<file path="config.mk">
export PLATFORM = sky130hd
export DESIGN_NAME = byte_swap_alu_path
export DESIGN_NICKNAME = d
export VERILOG_FILES = /design/src/rtl/alu_path_pkg.sv /design/src/rtl/lane_swap.sv /design/src/rtl/alu_core.sv /design/src/rtl/status_unit.sv /design/src/rtl/byte_swap_alu_path.sv
export SDC_FILE = /design/constraint.sdc
export NUM_CORES = 1
export LEC_CHECK = 0
export ABC_AREA = 1
export BUFFER_PORTS_ARGS = -buffer_cell sky130_fd_sc_hd__buf_2
export CORE_ASPECT_RATIO = 1.2
export CORE_MARGIN = 2
export CORE_UTILIZATION = 28
export CTS_CLUSTER_DIAMETER = 80
export DETAILED_ROUTE_END_ITERATION = 8
export HOLD_SLACK_MARGIN = 0.06
export PLACE_DENSITY = 0.49
export SLEW_MARGIN = 20
export SYNTH_ARGS = -nofsm -noshare
export SYNTH_HDL_FRONTEND = slang
export SYNTH_SLANG_ARGS = --single-unit
</file>
<file path="constraint.sdc">
create_clock -name clk -period 5.9 [get_ports clk]
set_input_delay 0.295 -clock clk [delete_from_list [all_inputs] [get_ports clk]]
set_output_delay 0.295 -clock clk [all_outputs]
set_load 0.02 [all_outputs]
</file>
<file path="src/rtl/alu_path_pkg.sv">
// Package: shared operation codes and helpers for the byte-swapping ALU path.
// Assumes a 4-bit operation code; codes not listed here are unassigned.
package alu_path_pkg;

    localparam int OP_W = 4;

    localparam logic [OP_W-1:0] OP_ANDN = 4'b0010;
    localparam logic [OP_W-1:0] OP_SUB  = 4'b0011;
    localparam logic [OP_W-1:0] OP_CMP  = 4'b0100;
    localparam logic [OP_W-1:0] OP_ADD  = 4'b0101;
    localparam logic [OP_W-1:0] OP_MOV  = 4'b0110;
    localparam logic [OP_W-1:0] OP_OR   = 4'b0111;
    localparam logic [OP_W-1:0] OP_NEG  = 4'b1000;
    localparam logic [OP_W-1:0] OP_INV  = 4'b1001;
    localparam logic [OP_W-1:0] OP_ONES = 4'b1010;

    // Status bundle, most significant first: lgt, agt, eq, cy, ov.
    typedef struct packed {
        logic lgt;
        logic agt;
        logic eq;
        logic cy;
        logic ov;
    } status_t;

    // True for codes that write their result back.
    function automatic logic op_writes(input logic [OP_W-1:0] op);
        case (op)
            OP_OR, OP_MOV, OP_ADD, OP_SUB, OP_ANDN,
            OP_NEG, OP_INV, OP_ONES: op_writes = 1'b1;
            default:                 op_writes = 1'b0;
        endcase
    endfunction

    // True for codes whose carry and overflow are always cleared.
    function automatic logic op_is_logic(input logic [OP_W-1:0] op);
        case (op)
            OP_OR, OP_MOV, OP_ANDN, OP_INV, OP_ONES: op_is_logic = 1'b1;
            default:                                 op_is_logic = 1'b0;
        endcase
    endfunction

endpackage

</file>
<file path="src/rtl/lane_swap.sv">
// Module: lane_swap
// One bank of two-input multiplexers. When en is high, the upper and lower
// halves of the word trade places; when it is low, the word passes through.
// Assumes WIDTH is even. Purely combinational; adds no cycle.
module lane_swap #(
    parameter int WIDTH = 16
) (
    input  logic             en,
    input  logic [WIDTH-1:0] d,
    output logic [WIDTH-1:0] q
);
    localparam int HALF = WIDTH / 2;

    // One multiplexer per bit, each choosing its own bit or its mirror across the halves.
    for (genvar i = 0; i < WIDTH; i++) begin : g_mux
        localparam int SRC = (i + HALF) % WIDTH;
        assign q[i] = en ? d[SRC] : d[i];
    end
endmodule

</file>
<file path="src/rtl/alu_core.sv">
// Module: alu_core
// Word-wide operation unit. Operands arrive already lane-aligned. In byte
// mode the lower half of each operand is zero, so the carry and overflow of
// the top bit are those of the byte. Arithmetic codes share one adder fed
// with (x, y, cin).
module alu_core
    import alu_path_pkg::*;
#(
    parameter int WIDTH = 16
) (
    input  logic [OP_W-1:0]  op,
    input  logic [WIDTH-1:0] a,
    input  logic [WIDTH-1:0] b,
    output logic [WIDTH-1:0] r,
    output logic             cy,
    output logic             ov
);
    logic [WIDTH-1:0] x, y;
    logic             cin;
    logic [WIDTH:0]   sum;
    logic             arith;

    // Select the adder inputs for the arithmetic codes.
    always_comb begin
        x     = a;
        y     = b;
        cin   = 1'b0;
        arith = 1'b0;
        case (op)
            OP_ADD: begin x = a; y = b; cin = 1'b0; arith = 1'b1; end
            OP_SUB,
            OP_CMP: begin x = a; y = ~b; cin = 1'b1; arith = 1'b1; end
            OP_NEG: begin x = '0; y = ~b; cin = 1'b1; arith = 1'b1; end
            default: ;
        endcase
    end

    // Shared adder, one bit wider than the word for the carry.
    assign sum = {1'b0, x} + {1'b0, y} + {{WIDTH{1'b0}}, cin};

    // Pick the result per operation code; compare and unassigned codes pass B.
    always_comb begin
        case (op)
            OP_OR:   r = b | a;
            OP_MOV:  r = a;
            OP_ADD,
            OP_SUB,
            OP_NEG:  r = sum[WIDTH-1:0];
            OP_ANDN: r = b & ~a;
            OP_INV:  r = ~b;
            OP_ONES: r = '1;
            default: r = b;
        endcase
    end

    // Carry and overflow come from the adder only when it was used.
    always_comb begin
        cy = arith & sum[WIDTH];
        ov = arith & (x[WIDTH-1] == y[WIDTH-1]) & (sum[WIDTH-1] != x[WIDTH-1]);
    end
endmodule

</file>
<file path="src/rtl/status_unit.sv">
// Module: status_unit
// Derives equal and the two greater-than bits. A compare relates the
// operands to each other; every other code relates its result to zero.
// Assumes operands and result are already masked to the active lane.
module status_unit #(
    parameter int WIDTH = 16
) (
    input  logic             is_cmp,
    input  logic [WIDTH-1:0] a,
    input  logic [WIDTH-1:0] b,
    input  logic [WIDTH-1:0] r,
    output logic             lgt,
    output logic             agt,
    output logic             eq
);
    // Choose between operand comparison and sign/zero tests of the result.
    always_comb begin
        if (is_cmp) begin
            eq  = (a == b);
            lgt = (a > b);
            agt = ($signed(a) > $signed(b));
        end else begin
            eq  = (r == '0);
            lgt = (r != '0);
            agt = !r[WIDTH-1] && (r != '0);
        end
    end
endmodule

</file>
<file path="src/rtl/byte_swap_alu_path.sv">
// Module: byte_swap_alu_path (top)
// Operand path from the memory data register through an inbound byte swap,
// the operation unit, a byte-lane merge and an outbound byte swap to one
// output register. One operation is taken per cycle; results appear one
// clock later. Assumes DATA_W is even; addr_lo_i = 0 names the upper byte.
module byte_swap_alu_path
    import alu_path_pkg::*;
#(
    parameter int DATA_W = 16
) (
    input  logic              clk,
    input  logic              rst_n,
    input  logic [OP_W-1:0]   op_i,
    input  logic              byte_i,
    input  logic              addr_lo_i,
    input  logic              swap_in_i,
    input  logic              swap_out_i,
    input  logic [DATA_W-1:0] a_i,
    input  logic [DATA_W-1:0] b_i,
    output logic [DATA_W-1:0] result_o,
    output logic              wr_o,
    output logic              lgt_o,
    output logic              agt_o,
    output logic              eq_o,
    output logic              cy_o,
    output logic              ov_o
);
    localparam int BYTE_W = DATA_W / 2;
    localparam logic [BYTE_W-1:0] ZERO_B = '0;

    logic              in_sw, out_sw;
    logic [DATA_W-1:0] a_sw, b_sw;
    logic [DATA_W-1:0] a_alu, b_alu;
    logic [DATA_W-1:0] r_raw, r_mask, r_pre, r_out;
    logic              alu_cy, alu_ov;
    status_t           st_d, st_q;

    // Swap controls: forced by the enables, or by an odd byte address.
    always_comb begin
        in_sw  = swap_in_i  | (byte_i & addr_lo_i);
        out_sw = swap_out_i | (byte_i & addr_lo_i);
    end

    lane_swap #(.WIDTH(DATA_W)) u_swap_a (.en(in_sw), .d(a_i), .q(a_sw));
    lane_swap #(.WIDTH(DATA_W)) u_swap_b (.en(in_sw), .d(b_i), .q(b_sw));

    // Byte mode keeps only the upper lane so the top bit carries the byte's sign.
    always_comb begin
        a_alu = byte_i ? {a_sw[DATA_W-1:BYTE_W], ZERO_B} : a_sw;
        b_alu = byte_i ? {b_sw[DATA_W-1:BYTE_W], ZERO_B} : b_sw;
    end

    alu_core #(.WIDTH(DATA_W)) u_alu (
        .op (op_i),
        .a  (a_alu),
        .b  (b_alu),
        .r  (r_raw),
        .cy (alu_cy),
        .ov (alu_ov)
    );

    // Mask the result for status, and merge B's untouched byte for write-back.
    always_comb begin
        r_mask = byte_i ? {r_raw[DATA_W-1:BYTE_W], ZERO_B} : r_raw;
        r_pre  = byte_i ? {r_raw[DATA_W-1:BYTE_W], b_sw[BYTE_W-1:0]} : r_raw;
    end

    lane_swap #(.WIDTH(DATA_W)) u_swap_out (.en(out_sw), .d(r_pre), .q(r_out));

    status_unit #(.WIDTH(DATA_W)) u_status (
        .is_cmp (op_i == OP_CMP),
        .a      (a_alu),
        .b      (b_alu),
        .r      (r_mask),
        .lgt    (st_d.lgt),
        .agt    (st_d.agt),
        .eq     (st_d.eq)
    );

    // Carry and overflow pass straight from the operation unit.
    always_comb begin
        st_d.cy = alu_cy;
        st_d.ov = alu_ov;
    end

    // Capture register: result, write strobe and status, cleared by reset.
    always_ff @(posedge clk) begin
        if (!rst_n) begin
            result_o <= '0;
            wr_o     <= 1'b0;
            st_q     <= '0;
        end else begin
            result_o <= r_out;
            wr_o     <= op_writes(op_i);
            st_q     <= st_d;
        end
    end

    // Status outputs unpacked from the captured bundle.
    always_comb begin
        lgt_o = st_q.lgt;
        agt_o = st_q.agt;
        eq_o  = st_q.eq;
        cy_o  = st_q.cy;
        ov_o  = st_q.ov;
    end

    // A compare never raises the write strobe.
    p_cmp_no_write_r10: assert property (@(posedge clk) disable iff (!rst_n)
        (op_i == OP_CMP) |=> !wr_o);

    // Two swaps on a word move cancel out.
    p_double_swap_r5: assert property (@(posedge clk) disable iff (!rst_n)
        (op_i == OP_MOV && !byte_i && swap_in_i && swap_out_i)
        |=> (result_o == $past(a_i)));

    // Upper-lane byte operation leaves the lower byte of B in place.
    p_keep_other_byte_r6: assert property (@(posedge clk) disable iff (!rst_n)
        (byte_i && !addr_lo_i && !swap_in_i && !swap_out_i)
        |=> (result_o[BYTE_W-1:0] == $past(b_i[BYTE_W-1:0])));

    // Logic codes report neither carry nor overflow.
    p_logic_no_carry_r8: assert property (@(posedge clk) disable iff (!rst_n)
        op_is_logic(op_i) |=> (!cy_o && !ov_o));

    // Equal excludes both greater-than bits.
    p_eq_excludes_gt_r7: assert property (@(posedge clk) disable iff (!rst_n)
        eq_o |-> (!lgt_o && !agt_o));

    // Set-all-ones on a word with no outbound swap writes all ones.
    p_ones_word_r4: assert property (@(posedge clk) disable iff (!rst_n)
        (op_i == OP_ONES && !byte_i) |=> (result_o == '1 && wr_o));
endmodule

</file>
==> results of run 1 <==
## metal layers
layer | up-vias | global-route usage [%]
li1 | 2342 | -
met1 | 2029 | 21.5
met2 | 106 | 28.9
met3 | 28 | 0.890
met4 | 0 | 6.09
met5 | - | 0
## cell usage after synthesis (all sizes together)
| cell type | number |
|---|---|
| a21boi | 2 |
| and3 | 1 |
| o221ai | 1 |
| a221oi | 1 |
| and2 | 1 |
| nor2 | 75 |
| xnor2 | 7 |
| nand3b | 6 |
| ha | 63 |
| o22ai | 7 |
| o21bai | 5 |
| or2 | 5 |
| nand4 | 5 |
| o21ai | 66 |
| nor3 | 15 |
| nand2 | 155 |
| a21o | 2 |
| xor2 | 11 |
| inv | 92 |
| o211ai | 6 |
| dfxtp | 22 |
| a32o | 1 |
| fa | 1 |
| buf | 16 |
| nor3b | 1 |
| clkbuf | 4 |
| a21oi | 43 |
| nand3 | 61 |
| a31oi | 2 |
| o21a | 4 |
| a22oi | 2 |
## area by class of cell
cell class | count | area [um^2]
clock buffer | 4 | 88.8
fill | 1780 | 10600
inverter | 92 | 348
multi-input combinational | 549 | 3450
sequential | 22 | 440
tap | 208 | 260
timing repair buffer | 63 | 315
## flip-flops by register name, summed over array words and instances (netlist names)
name / cells
cy_o: 1
lgt_o: 1
result_o: 16
ov_o: 1
eq_o: 1
wr_o: 1
agt_o: 1
## worst paths after layout
path | cells after the start | to | slack (ns)
min | 3 | result_o[3] | 0.43
max | 18 | lgt_o | 2.30
## cells in the final DEF (no fill, tap or decap), types with 6 or more instances in the layout
cell | Yosys | layout
sky130_fd_sc_hd__a21oi_1 | 42 | 42
sky130_fd_sc_hd__buf_2 | 7 | 63
sky130_fd_sc_hd__dfxtp_1 | 22 | 22
sky130_fd_sc_hd__ha_1 | 63 | 63
sky130_fd_sc_hd__inv_1 | 86 | 86
sky130_fd_sc_hd__nand2_1 | 127 | 127
sky130_fd_sc_hd__nand2_2 | 16 | 16
sky130_fd_sc_hd__nand2_4 | 10 | 10
sky130_fd_sc_hd__nand3_1 | 52 | 52
sky130_fd_sc_hd__nand3_2 | 8 | 8
sky130_fd_sc_hd__nand3b_1 | 6 | 6
sky130_fd_sc_hd__nor2_1 | 66 | 66
sky130_fd_sc_hd__nor3_1 | 12 | 12
sky130_fd_sc_hd__o211ai_1 | 6 | 6
sky130_fd_sc_hd__o21ai_0 | 43 | 43
sky130_fd_sc_hd__o21ai_1 | 16 | 16
sky130_fd_sc_hd__o21ai_2 | 7 | 7
sky130_fd_sc_hd__o22ai_1 | 7 | 7
sky130_fd_sc_hd__xnor2_1 | 7 | 7
sky130_fd_sc_hd__xor2_1 | 11 | 11
## cell families (layout without fill, tap and decap cells)
logic type | after synthesis | after routing | share of synthesized area (%)
fa+ha+maj | 64 | 64 | 18.5
compound gates | 142 | 142 | 19.0
xor+xnor | 18 | 18 | 3.61
flops | 22 | 22 | 10.1
simple gates | 325 | 325 | 37.9
buf+inv | 112 | 159 | 10.9
## stage by stage
| step | total power, uW | std cells | util, % | instance area, um^2 |
|---|---|---|---|---|
| 2_1_floorplan | 543 | 683 | - | 4370 |
| 3_3_place_gp | 678 | 934 | 31.1 | 4810 |
| 3_5_place_dp | 675 | 934 | 31.1 | 4810 |
| 4_1_cts | 827 | 938 | 31.7 | 4900 |
| 5_1_grt | 898 | 938 | 31.7 | 4900 |
| 6_report | 824 | 938 | 31.7 | 4900 |
## worst min-delay path, stage by stage
cell	delay [ns]
sky130_fd_sc_hd__buf_2	0.19
sky130_fd_sc_hd__o21ai_0	0.10
sky130_fd_sc_hd__a21oi_1	0.04
## power groups by stage
stage	clock network (uW)	registers [uW]	logic [uW]
final	149	166	509
after global routing	158	167	572
after CTS	152	166	508
after detailed placement	0	170	506
after global placement	0	170	509
after floorplan	0	190	353
==> flow_results.xml, run 1 <==
<?xml version="1.0" encoding="UTF-8"?>
<metrics>
  <group name="hold_path">
    <metric name="hold_path_class" unit="">input pin to flop</metric>
    <metric name="worstHoldStart" unit="">rst_n</metric>
  </group>
  <group name="sta">
    <metric name="maxClockFrequency" unit="MHz">278</metric>
    <metric name="grt_setup_unrepaired" unit="">false</metric>
    <metric name="timing.final.hold_violations" unit="">0</metric>
    <metric name="timing.final.crit_share" unit="%">61.0</metric>
    <metric name="finalHoldWorstSlack" unit="ns">0.432</metric>
    <metric name="period_minus_slack" unit="ns">3.60</metric>
    <metric name="setup_tns" unit="ns">0</metric>
    <metric name="final_critical_path_setup_slack" unit="ns">2.30</metric>
    <metric name="timing.final.setup_violations" unit="">0</metric>
    <metric name="tightestPinTransition" unit="ns">0.884</metric>
    <metric name="slew-limit-headroom" unit="%">40.8</metric>
    <metric name="final_max_slew_viol_count" unit="">0</metric>
  </group>
  <group name="grt">
    <metric name="globalRoute.totalOverflow" unit="">0</metric>
    <metric name="grt_max_degree" unit="">52</metric>
    <metric name="initial_antenna_violation_count" unit="">0</metric>
    <metric name="grt_pass1_vias" unit="">4353</metric>
    <metric name="grt_pass1_wl" unit="um">22100</metric>
    <metric name="grt_use_total" unit="%">16.5</metric>
  </group>
  <group name="synth">
    <metric name="synth.yosys.warnings" unit="">0</metric>
    <metric name="yosysTopAreaCellShare" unit="%">18.1</metric>
    <metric name="syn_area_per_cell" unit="um^2">6.39</metric>
    <metric name="synth_nets" unit="">789</metric>
    <metric name="synth.ff_latch_count" unit="">22</metric>
    <metric name="synth_area_leader_cell" unit="">sky130_fd_sc_hd__ha_1</metric>
    <metric name="ys_seq_area_share" unit="%">10.1</metric>
    <metric name="ys_top_cells_by_area" unit="">sky130_fd_sc_hd__ha_1 18%, sky130_fd_sc_hd__nand2_1 11%, sky130_fd_sc_hd__dfxtp_1 10%</metric>
    <metric name="mappedNetlistArea" unit="mm^2">0.00437</metric>
    <metric name="count_of_distinct_cell_types_in_the_synthesized_netlist" unit="">52</metric>
    <metric name="syn_inst" unit="">683</metric>
  </group>
  <group name="setup_path">
    <metric name="timing.critical_path.required" unit="ns">6.04</metric>
    <metric name="critPathMostFrequentCell" unit="">sky130_fd_sc_hd__a21oi_1</metric>
    <metric name="path_class" unit="">input pin to flop</metric>
    <metric name="cp.buffers_inverters" unit="">1</metric>
    <metric name="worst-path-max-fanout" unit="">51</metric>
    <metric name="crit_family" unit="">compound AO/OA/AOI/OAI gates</metric>
    <metric name="critPathLaunchType" unit="">input pin</metric>
    <metric name="worst_ep_arrival_time" unit="ns">3.73</metric>
    <metric name="worst_setup_path_startpoint" unit="">byte_i</metric>
    <metric name="crit_slowest_cell" unit="">sky130_fd_sc_hd__buf_2</metric>
    <metric name="critical-path-max-stage-delay" unit="ns">0.38</metric>
    <metric name="worst_setup_path_end_kind" unit="">flop</metric>
    <metric name="cp_cell_sequence" unit="">buf_2, nand2_8, nand2_8, or2_2, nand3_1, xor2_1, ha_1, a21oi_1, o21ai_0, a21o_1, o21ai_0, a21oi_1, a21oi_1, nand2_1, nor2_1, nand3_2, nand2_2, a21oi_1</metric>
  </group>
  <group name="die">
    <metric name="start_util" unit="%">28.3</metric>
    <metric name="die_w" unit="um">118</metric>
    <metric name="die-height" unit="um">141</metric>
    <metric name="die-area" unit="mm^2">0.0166</metric>
    <metric name="rows" unit="">50</metric>
    <metric name="core_area" unit="mm^2">0.0155</metric>
    <metric name="boundaryPins" unit="">64</metric>
  </group>
  <group name="route">
    <metric name="routed_wire_length" unit="um">14000</metric>
    <metric name="route.vias.total" unit="">4505</metric>
    <metric name="route.met3.wl" unit="um">460</metric>
    <metric name="antenna_left" unit="">0</metric>
    <metric name="via_density_per_instance" unit="">4.80</metric>
    <metric name="met1_length" unit="um">6450</metric>
    <metric name="detailroute.wirelength.met2" unit="um">6660</metric>
    <metric name="detail_route.drc_violations" unit="">0</metric>
    <metric name="drt_pass1_iterations" unit="">4</metric>
    <metric name="avgRoutedWirePerCell" unit="um">15.0</metric>
    <metric name="top_layer" unit="">met4</metric>
    <metric name="drt_iter0_drcs" unit="">295</metric>
  </group>
  <group name="clocking">
    <metric name="cts_resized" unit="">0</metric>
    <metric name="clkSinkCount" unit="">22</metric>
    <metric name="cts.repair_timing.setup_buffer_count" unit="">0</metric>
    <metric name="ctsHoldBuffers" unit="">0</metric>
    <metric name="cts-buffers-inserted" unit="">3</metric>
    <metric name="cts_tree" unit="">done</metric>
    <metric name="cts_root_buf" unit="">sky130_fd_sc_hd__clkbuf_16</metric>
    <metric name="cts-root-to-sink-buffers" unit="">2</metric>
    <metric name="h-tree-depth" unit="">1</metric>
    <metric name="clkSlewWorstSetupHoldPaths" unit="ns">0.05</metric>
  </group>
  <group name="placed_design">
    <metric name="gp_congestion" unit="">0.916</metric>
    <metric name="post-dp-hpwl" unit="um">11900</metric>
    <metric name="io_buffer_count" unit="">63</metric>
    <metric name="dp_slack" unit="ns">2.07</metric>
  </group>
  <group name="power_and_ir_drop">
    <metric name="seqPwrFrac" unit="%">20.2</metric>
    <metric name="max_ir_drop_vdd" unit="uV">74.8</metric>
    <metric name="combinationalPowerShare" unit="%">61.8</metric>
    <metric name="total_leakage_power" unit="uW">0.00257</metric>
    <metric name="p_sw_share" unit="%">46.8</metric>
    <metric name="total_switching_power" unit="uW">386</metric>
    <metric name="power-per-cell-area" unit="mW/mm^2">168</metric>
    <metric name="p_int" unit="uW">438</metric>
    <metric name="clockPowerShare" unit="%">18.1</metric>
  </group>
  <group name="finish">
    <metric name="diodes" unit="">0</metric>
    <metric name="nets" unit="">837</metric>
    <metric name="layout-area-overhead-vs-synth" unit="%">12.3</metric>
    <metric name="drive_above_1_share" unit="%">18.8</metric>
  </group>
  <group name="run_status">
    <metric name="outcome" unit="">finished, final reports clean</metric>
  </group>
  <group name="flow_run">
    <metric name="max_cap_violations" unit="">0</metric>
  </group>
</metrics>
Power figures use the tool's default switching activity.
==> run 2: changes to the inputs <==
--- a/config.mk
+++ b/config.mk
@@ -13,7 +13,7 @@
 export CTS_CLUSTER_DIAMETER = 80
 export DETAILED_ROUTE_END_ITERATION = 8
 export HOLD_SLACK_MARGIN = 0.06
-export PLACE_DENSITY = 0.49
+export PLACE_DENSITY = 0.51
 export SLEW_MARGIN = 20
 export SYNTH_ARGS = -nofsm -noshare
 export SYNTH_HDL_FRONTEND = slang
==> constraint.sdc (replaced) <==
create_clock -name clk -period 3.03 [get_ports clk]
set_input_delay 0.1515 -clock clk [delete_from_list [all_inputs] [get_ports clk]]
set_output_delay 0.1515 -clock clk [all_outputs]
set_load 0.02 [all_outputs]
==> flow_results.xml, run 2 (synthesis gave the netlist of run 1 again) <==
<?xml version="1.0" encoding="UTF-8"?>
<metrics>
  <group name="run_status">
    <metric name="outcome" unit="">finished, final reports clean</metric>
  </group>
  <group name="sta">
    <metric name="maxClockFrequency" unit="MHz">356</metric>
    <metric name="slew-limit-headroom" unit="%">60.1</metric>
    <metric name="period_minus_slack" unit="ns">2.81</metric>
    <metric name="timing.final.crit_share" unit="%">92.6</metric>
    <metric name="timing.final.setup_violations" unit="">0</metric>
    <metric name="grt_setup_unrepaired" unit="">false</metric>
    <metric name="timing.final.hold_violations" unit="">0</metric>
    <metric name="final_max_slew_viol_count" unit="">0</metric>
    <metric name="finalHoldWorstSlack" unit="ns">0.287</metric>
    <metric name="tightestPinTransition" unit="ns">0.592</metric>
  </group>
  <group name="finish">
    <metric name="diodes" unit="">0</metric>
    <metric name="layout-area-overhead-vs-synth" unit="%">32.1</metric>
    <metric name="final_core_utilization" unit="%">37.3</metric>
    <metric name="stdcell_area" unit="mm^2">0.00577</metric>
    <metric name="layout.cells.most_common" unit="">sky130_fd_sc_hd__nand2_1</metric>
    <metric name="layout.cells.most_common_list" unit="">125 x sky130_fd_sc_hd__nand2_1, 98 x sky130_fd_sc_hd__buf_4, 86 x sky130_fd_sc_hd__inv_1, 63 x sky130_fd_sc_hd__nor2_1, 63 x sky130_fd_sc_hd__buf_2</metric>
    <metric name="nets" unit="">939</metric>
    <metric name="largest_register_ffs" unit="">16</metric>
    <metric name="largest_register" unit="">result_o</metric>
    <metric name="drive_above_1_share" unit="%">31.0</metric>
  </group>
  <group name="grt">
    <metric name="grt_use_total" unit="%">18.0</metric>
    <metric name="globalRoute.totalOverflow" unit="">0</metric>
    <metric name="grt_pass1_wl" unit="um">23800</metric>
    <metric name="grt_pass1_vias" unit="">4608</metric>
    <metric name="grt_max_degree" unit="">24</metric>
    <metric name="initial_antenna_violation_count" unit="">0</metric>
  </group>
  <group name="clocking">
    <metric name="clkSinkCount" unit="">22</metric>
    <metric name="cts_tree" unit="">done</metric>
    <metric name="cts_root_buf" unit="">sky130_fd_sc_hd__clkbuf_16</metric>
    <metric name="cts-buffers-inserted" unit="">3</metric>
    <metric name="clkSlewWorstSetupHoldPaths" unit="ns">0.05</metric>
    <metric name="cts-root-to-sink-buffers" unit="">2</metric>
    <metric name="h-tree-depth" unit="">1</metric>
    <metric name="ctsHoldBuffers" unit="">0</metric>
  </group>
  <group name="hold_path">
    <metric name="hold_path_class" unit="">input pin to flop</metric>
  </group>
  <group name="route">
    <metric name="drt_iter0_drcs" unit="">306</metric>
    <metric name="drt_pass1_iterations" unit="">5</metric>
    <metric name="routed_wire_length" unit="um">15300</metric>
    <metric name="via_density_per_instance" unit="">4.73</metric>
    <metric name="route.vias.total" unit="">4911</metric>
    <metric name="avgRoutedWirePerCell" unit="um">14.7</metric>
    <metric name="detail_route.drc_violations" unit="">0</metric>
    <metric name="antenna_left" unit="">0</metric>
  </group>
  <group name="die">
    <metric name="die_w" unit="um">118</metric>
    <metric name="core_area" unit="mm^2">0.0155</metric>
    <metric name="boundaryPins" unit="">64</metric>
    <metric name="die-area" unit="mm^2">0.0166</metric>
    <metric name="rows" unit="">50</metric>
    <metric name="start_util" unit="%">28.3</metric>
    <metric name="die-height" unit="um">141</metric>
  </group>
  <group name="setup_path">
    <metric name="worst-path-max-fanout" unit="">5</metric>
    <metric name="critPathLaunchType" unit="">input pin</metric>
    <metric name="timing.critical_path.required" unit="ns">3.16</metric>
    <metric name="path_class" unit="">input pin to flop</metric>
    <metric name="worst_ep_arrival_time" unit="ns">2.94</metric>
    <metric name="worst_setup_path_end_kind" unit="">flop</metric>
  </group>
  <group name="power_and_ir_drop">
    <metric name="max_ir_drop_vdd" unit="uV">145</metric>
    <metric name="power-per-cell-area" unit="mW/mm^2">312</metric>
    <metric name="total_leakage_power" unit="uW">0.00308</metric>
  </group>
  <group name="placed_design">
    <metric name="dpl-instance-area" unit="mm^2">0.00560</metric>
    <metric name="gp_congestion" unit="">0.924</metric>
    <metric name="post-dp-hpwl" unit="um">13100</metric>
    <metric name="io_buffer_count" unit="">63</metric>
  </group>
  <group name="flow_run">
    <metric name="max_cap_violations" unit="">0</metric>
  </group>
</metrics>
## run 2: final timing paths
path  startpoint      endpoint  slack (ns)  cells after the start
max       byte_i         lgt_o        0.22                     20
min        rst_n  result_o[15]        0.29                      3
## run 2: layout make-up
cell class | instances | area (um^2)
Clock buffer | 3 | 75.1
Fill cell | 1723 | 9680
Inverter | 92 | 348
Multi-Input combinational cell | 550 | 3540
Sequential cell | 22 | 440
Tap cell | 208 | 260
Timing Repair Buffer | 164 | 1110
## run 2: critical path: stages
cell and delay (ns):
sky130_fd_sc_hd__buf_2 0.17, sky130_fd_sc_hd__nand2_8 0.09, sky130_fd_sc_hd__buf_4 0.16, sky130_fd_sc_hd__nand3_1 0.11, sky130_fd_sc_hd__nand3_1 0.16, sky130_fd_sc_hd__xor2_1 0.20
sky130_fd_sc_hd__ha_1 0.34, sky130_fd_sc_hd__a21oi_2 0.18, sky130_fd_sc_hd__nand2_2 0.11, sky130_fd_sc_hd__or2_2 0.28, sky130_fd_sc_hd__nand3_1 0.10, sky130_fd_sc_hd__nand3b_1 0.09
sky130_fd_sc_hd__nand2_1 0.08, sky130_fd_sc_hd__nand2_1 0.05, sky130_fd_sc_hd__nor2_1 0.12, sky130_fd_sc_hd__nand4_1 0.14, sky130_fd_sc_hd__a21oi_2 0.15, sky130_fd_sc_hd__nand3_2 0.10
sky130_fd_sc_hd__nand2_2 0.08, sky130_fd_sc_hd__a21oi_1 0.06
## run 2: what timing repair did
| action | CTS | global route |
|---|---|---|
| buffers inserted | 0 | 1 |
| gates resized for setup | 0 | 22 |
| setup endpoints to repair | 0 | 5 |
## run 2: report_power, final
part / total (uW) / internal, uW / leakage (uW) / switching (uW)
Sequential: 324 / 319 / 0.000183 / 5.40
Combinational: 1220 / 506 / 0.00286 / 712
Clock: 259 / 173 / 0.0000370 / 85.3
## run 2: metrics by stage
| step | std cells | setup slack, ns | power [uW] | setup TNS (ns) |
|---|---|---|---|---|
| finish | 1039 | 0.225 | 1800 | 0 |
| global route | 1039 | 0.0114 | 1960 | 0 |
| CTS | 1037 | 0.0784 | 1780 | 0 |
| detailed placement | 1034 | -0.169 | 1520 | -0.462 |
| global placement | 1034 | -0.101 | 1520 | -0.267 |
| floorplan | 683 | 0.0551 | 1060 | 0 |
## run 2: layer usage
layer	share of wire (%)	track usage [%]	routed length [um]
met1	43	22.5	6610
met2	51	32.9	7740
met3	4.4	1.62	670
met4	1.6	5.01	251
met5	0	0	0
==> run 3: changes to the inputs <==
--- a/config.mk
+++ b/config.mk
@@ -10,6 +10,7 @@
 export CORE_ASPECT_RATIO = 1.2
 export CORE_MARGIN = 2
 export CORE_UTILIZATION = 28
+export CTS_BUF_LIST = sky130_fd_sc_hd__clkbuf_8
 export CTS_CLUSTER_DIAMETER = 80
 export DETAILED_ROUTE_END_ITERATION = 8
 export HOLD_SLACK_MARGIN = 0.06
==> flow_results.xml, run 3 (synthesis gave the netlist of run 1 again) <==
<?xml version="1.0" encoding="UTF-8"?>
<metrics>
  <group name="sta">
    <metric name="tightestPinTransition" unit="ns">0.568</metric>
    <metric name="finalHoldWorstSlack" unit="ns">0.282</metric>
    <metric name="final_max_slew_viol_count" unit="">0</metric>
    <metric name="timing.final.crit_share" unit="%">92.0</metric>
    <metric name="timing.final.hold_violations" unit="">0</metric>
    <metric name="grt_setup_unrepaired" unit="">false</metric>
    <metric name="maxClockFrequency" unit="MHz">359</metric>
    <metric name="timing.final.setup_violations" unit="">0</metric>
    <metric name="period_minus_slack" unit="ns">2.79</metric>
    <metric name="slew-limit-headroom" unit="%">61.7</metric>
  </group>
  <group name="route">
    <metric name="routed_wire_length" unit="um">15200</metric>
    <metric name="drt_iter0_drcs" unit="">356</metric>
    <metric name="drt_pass1_iterations" unit="">7</metric>
    <metric name="route.vias.total" unit="">4878</metric>
    <metric name="via_density_per_instance" unit="">4.70</metric>
    <metric name="avgRoutedWirePerCell" unit="um">14.7</metric>
    <metric name="antenna_left" unit="">0</metric>
    <metric name="detail_route.drc_violations" unit="">0</metric>
  </group>
  <group name="grt">
    <metric name="initial_antenna_violation_count" unit="">0</metric>
    <metric name="globalRoute.totalOverflow" unit="">0</metric>
    <metric name="grt_use_total" unit="%">18.0</metric>
    <metric name="grt_pass1_vias" unit="">4602</metric>
    <metric name="grt_max_degree" unit="">24</metric>
    <metric name="grt_pass1_wl" unit="um">23800</metric>
  </group>
  <group name="clocking">
    <metric name="h-tree-depth" unit="">1</metric>
    <metric name="cts_resized" unit="">0</metric>
    <metric name="cts.repair_timing.setup_buffer_count" unit="">0</metric>
    <metric name="cts_root_buf" unit="">sky130_fd_sc_hd__clkbuf_8</metric>
    <metric name="cts_tree" unit="">done</metric>
    <metric name="ctsHoldBuffers" unit="">0</metric>
    <metric name="cts-buffers-inserted" unit="">3</metric>
    <metric name="cts-root-to-sink-buffers" unit="">2</metric>
    <metric name="clkSinkCount" unit="">22</metric>
    <metric name="clkSlewWorstSetupHoldPaths" unit="ns">0.07</metric>
  </group>
  <group name="die">
    <metric name="core_area" unit="mm^2">0.0155</metric>
    <metric name="rows" unit="">50</metric>
    <metric name="start_util" unit="%">28.3</metric>
    <metric name="die-height" unit="um">141</metric>
    <metric name="die-area" unit="mm^2">0.0166</metric>
    <metric name="boundaryPins" unit="">64</metric>
    <metric name="die_w" unit="um">118</metric>
  </group>
  <group name="placed_design">
    <metric name="dpl-instance-area" unit="mm^2">0.00560</metric>
    <metric name="dp.cells" unit="">1034</metric>
    <metric name="gp_congestion" unit="">0.924</metric>
    <metric name="post-dp-hpwl" unit="um">13100</metric>
    <metric name="io_buffer_count" unit="">63</metric>
  </group>
  <group name="setup_path">
    <metric name="critPathLaunchType" unit="">input pin</metric>
    <metric name="timing.critical_path.required" unit="ns">3.17</metric>
    <metric name="critPathMostFrequentCell" unit="">sky130_fd_sc_hd__nand3_1</metric>
    <metric name="cp_cell_sequence" unit="">buf_2, nand2_8, buf_4, nand3_1, nand3_1, xor2_1, ha_1, a21oi_2, nand2_2, or2_2, nand3_1, nand3b_1, nand2_1, nand2_1, nor2_1, nand4_1, a21oi_2, nand3_2, nand2_2, a21oi_1</metric>
    <metric name="worst_setup_path_end_kind" unit="">flop</metric>
    <metric name="critical-path-max-stage-delay" unit="ns">0.34</metric>
    <metric name="crit_slowest_cell" unit="">sky130_fd_sc_hd__ha_1</metric>
    <metric name="path_class" unit="">input pin to flop</metric>
    <metric name="worst_ep_arrival_time" unit="ns">2.93</metric>
    <metric name="worst-path-max-fanout" unit="">5</metric>
  </group>
  <group name="finish">
    <metric name="layout.cells.most_common" unit="">sky130_fd_sc_hd__nand2_1</metric>
    <metric name="final_core_utilization" unit="%">37.1</metric>
    <metric name="layout.cells.most_common_list" unit="">125 x sky130_fd_sc_hd__nand2_1, 97 x sky130_fd_sc_hd__buf_4, 86 x sky130_fd_sc_hd__inv_1, 63 x sky130_fd_sc_hd__nor2_1, 63 x sky130_fd_sc_hd__buf_2</metric>
    <metric name="nets" unit="">938</metric>
    <metric name="largest_register_ffs" unit="">16</metric>
    <metric name="drive_above_1_share" unit="%">31.0</metric>
    <metric name="final.fill_count" unit="">1728</metric>
    <metric name="layout-area-overhead-vs-synth" unit="%">31.2</metric>
    <metric name="stdcell_area" unit="mm^2">0.00573</metric>
    <metric name="post_layout_nonfiller_instances" unit="">1038</metric>
    <metric name="diodes" unit="">0</metric>
    <metric name="largest_register" unit="">result_o</metric>
  </group>
  <group name="power_and_ir_drop">
    <metric name="p_int" unit="uW">909</metric>
    <metric name="p_sw_share" unit="%">46.5</metric>
    <metric name="clockPowerShare" unit="%">9.6</metric>
    <metric name="power-per-cell-area" unit="mW/mm^2">297</metric>
    <metric name="max_ir_drop_vdd" unit="uV">114</metric>
    <metric name="total_switching_power" unit="uW">791</metric>
    <metric name="combinationalPowerShare" unit="%">71.4</metric>
    <metric name="seqPwrFrac" unit="%">19.0</metric>
    <metric name="totalPowerFinal" unit="uW">1700</metric>
    <metric name="total_leakage_power" unit="uW">0.00306</metric>
  </group>
  <group name="run_status">
    <metric name="outcome" unit="">finished, final reports clean</metric>
  </group>
  <group name="flow_run">
    <metric name="max_cap_violations" unit="">0</metric>
  </group>
  <group name="hold_path">
    <metric name="hold_path_class" unit="">input pin to flop</metric>
    <metric name="worstHoldStart" unit="">rst_n</metric>
    <metric name="holdPathEnd" unit="">result_o[15]</metric>
    <metric name="min_path_cells" unit="">3</metric>
  </group>
</metrics>
==> run 3: worst max-delay path: cells and delay by family <==
| family | cells | cell delay [ns] |
|---|---|---|
| xor+xnor | 1 | 0.20 |
| buf+inv | 2 | 0.33 |
| simple gates | 13 | 1.51 |
| compound gates | 3 | 0.39 |
| fa+ha+maj | 1 | 0.34 |
==> run 3: worst max path at each step <==
| stage | startpoint | end | slack [ns] | cells past startpoint |
|---|---|---|---|---|
| finish | byte_i | lgt_o | 0.24 | 20 |
| global route | byte_i | lgt_o | 0.007 | 20 |
| CTS | byte_i | lgt_o | 0.09 | 23 |
| detailed placement | byte_i | lgt_o | -0.17 | 23 |
| global placement | byte_i | lgt_o | -0.10 | 23 |
| floorplan | op_i[0] | lgt_o | 0.06 | 22 |
==> run 3: routing by layer <==
| layer | wire length [um] | global-route usage, % | up-vias |
|---|---|---|---|
| li1 | - | - | 2533 |
| met1 | 6590 | 22.5 | 2210 |
| met2 | 7710 | 32.9 | 116 |
| met3 | 635 | 1.62 | 19 |
| met4 | 289 | 4.82 | 0 |
| met5 | 0 | 0 | - |
==> run 3: power groups by stage <==
stage / sequential, uW / clock (uW) / combinational, uW
CTS: 324 / 169 / 1190
global placement: 330 / 0 / 1190
detailed placement: 330 / 0 / 1190
global route: 326 / 184 / 1350
floorplan: 369 / 0 / 688
finish: 323 / 163 / 1210
==> run 3: area by class of cell <==
| class | instances | area [um^2] | area share [%] |
|---|---|---|---|
| Multi-Input combinational cell | 550 | 3540 | 61.7 |
| Tap cell | 208 | 260 | 4.54 |
| Timing Repair Buffer | 163 | 1100 | 19.3 |
| Clock buffer | 3 | 41.3 | 0.721 |
| Sequential cell | 22 | 440 | 7.69 |
| Inverter | 92 | 348 | 6.07 |
==> run 3: through the flow <==
step	TNS (ns)	worst slack [ns]
5_1_grt	0	0.00651
6_report	0	0.241
4_1_cts	0	0.0854
3_3_place_gp	-0.267	-0.101
2_1_floorplan	0	0.0551
3_5_place_dp	-0.462	-0.169
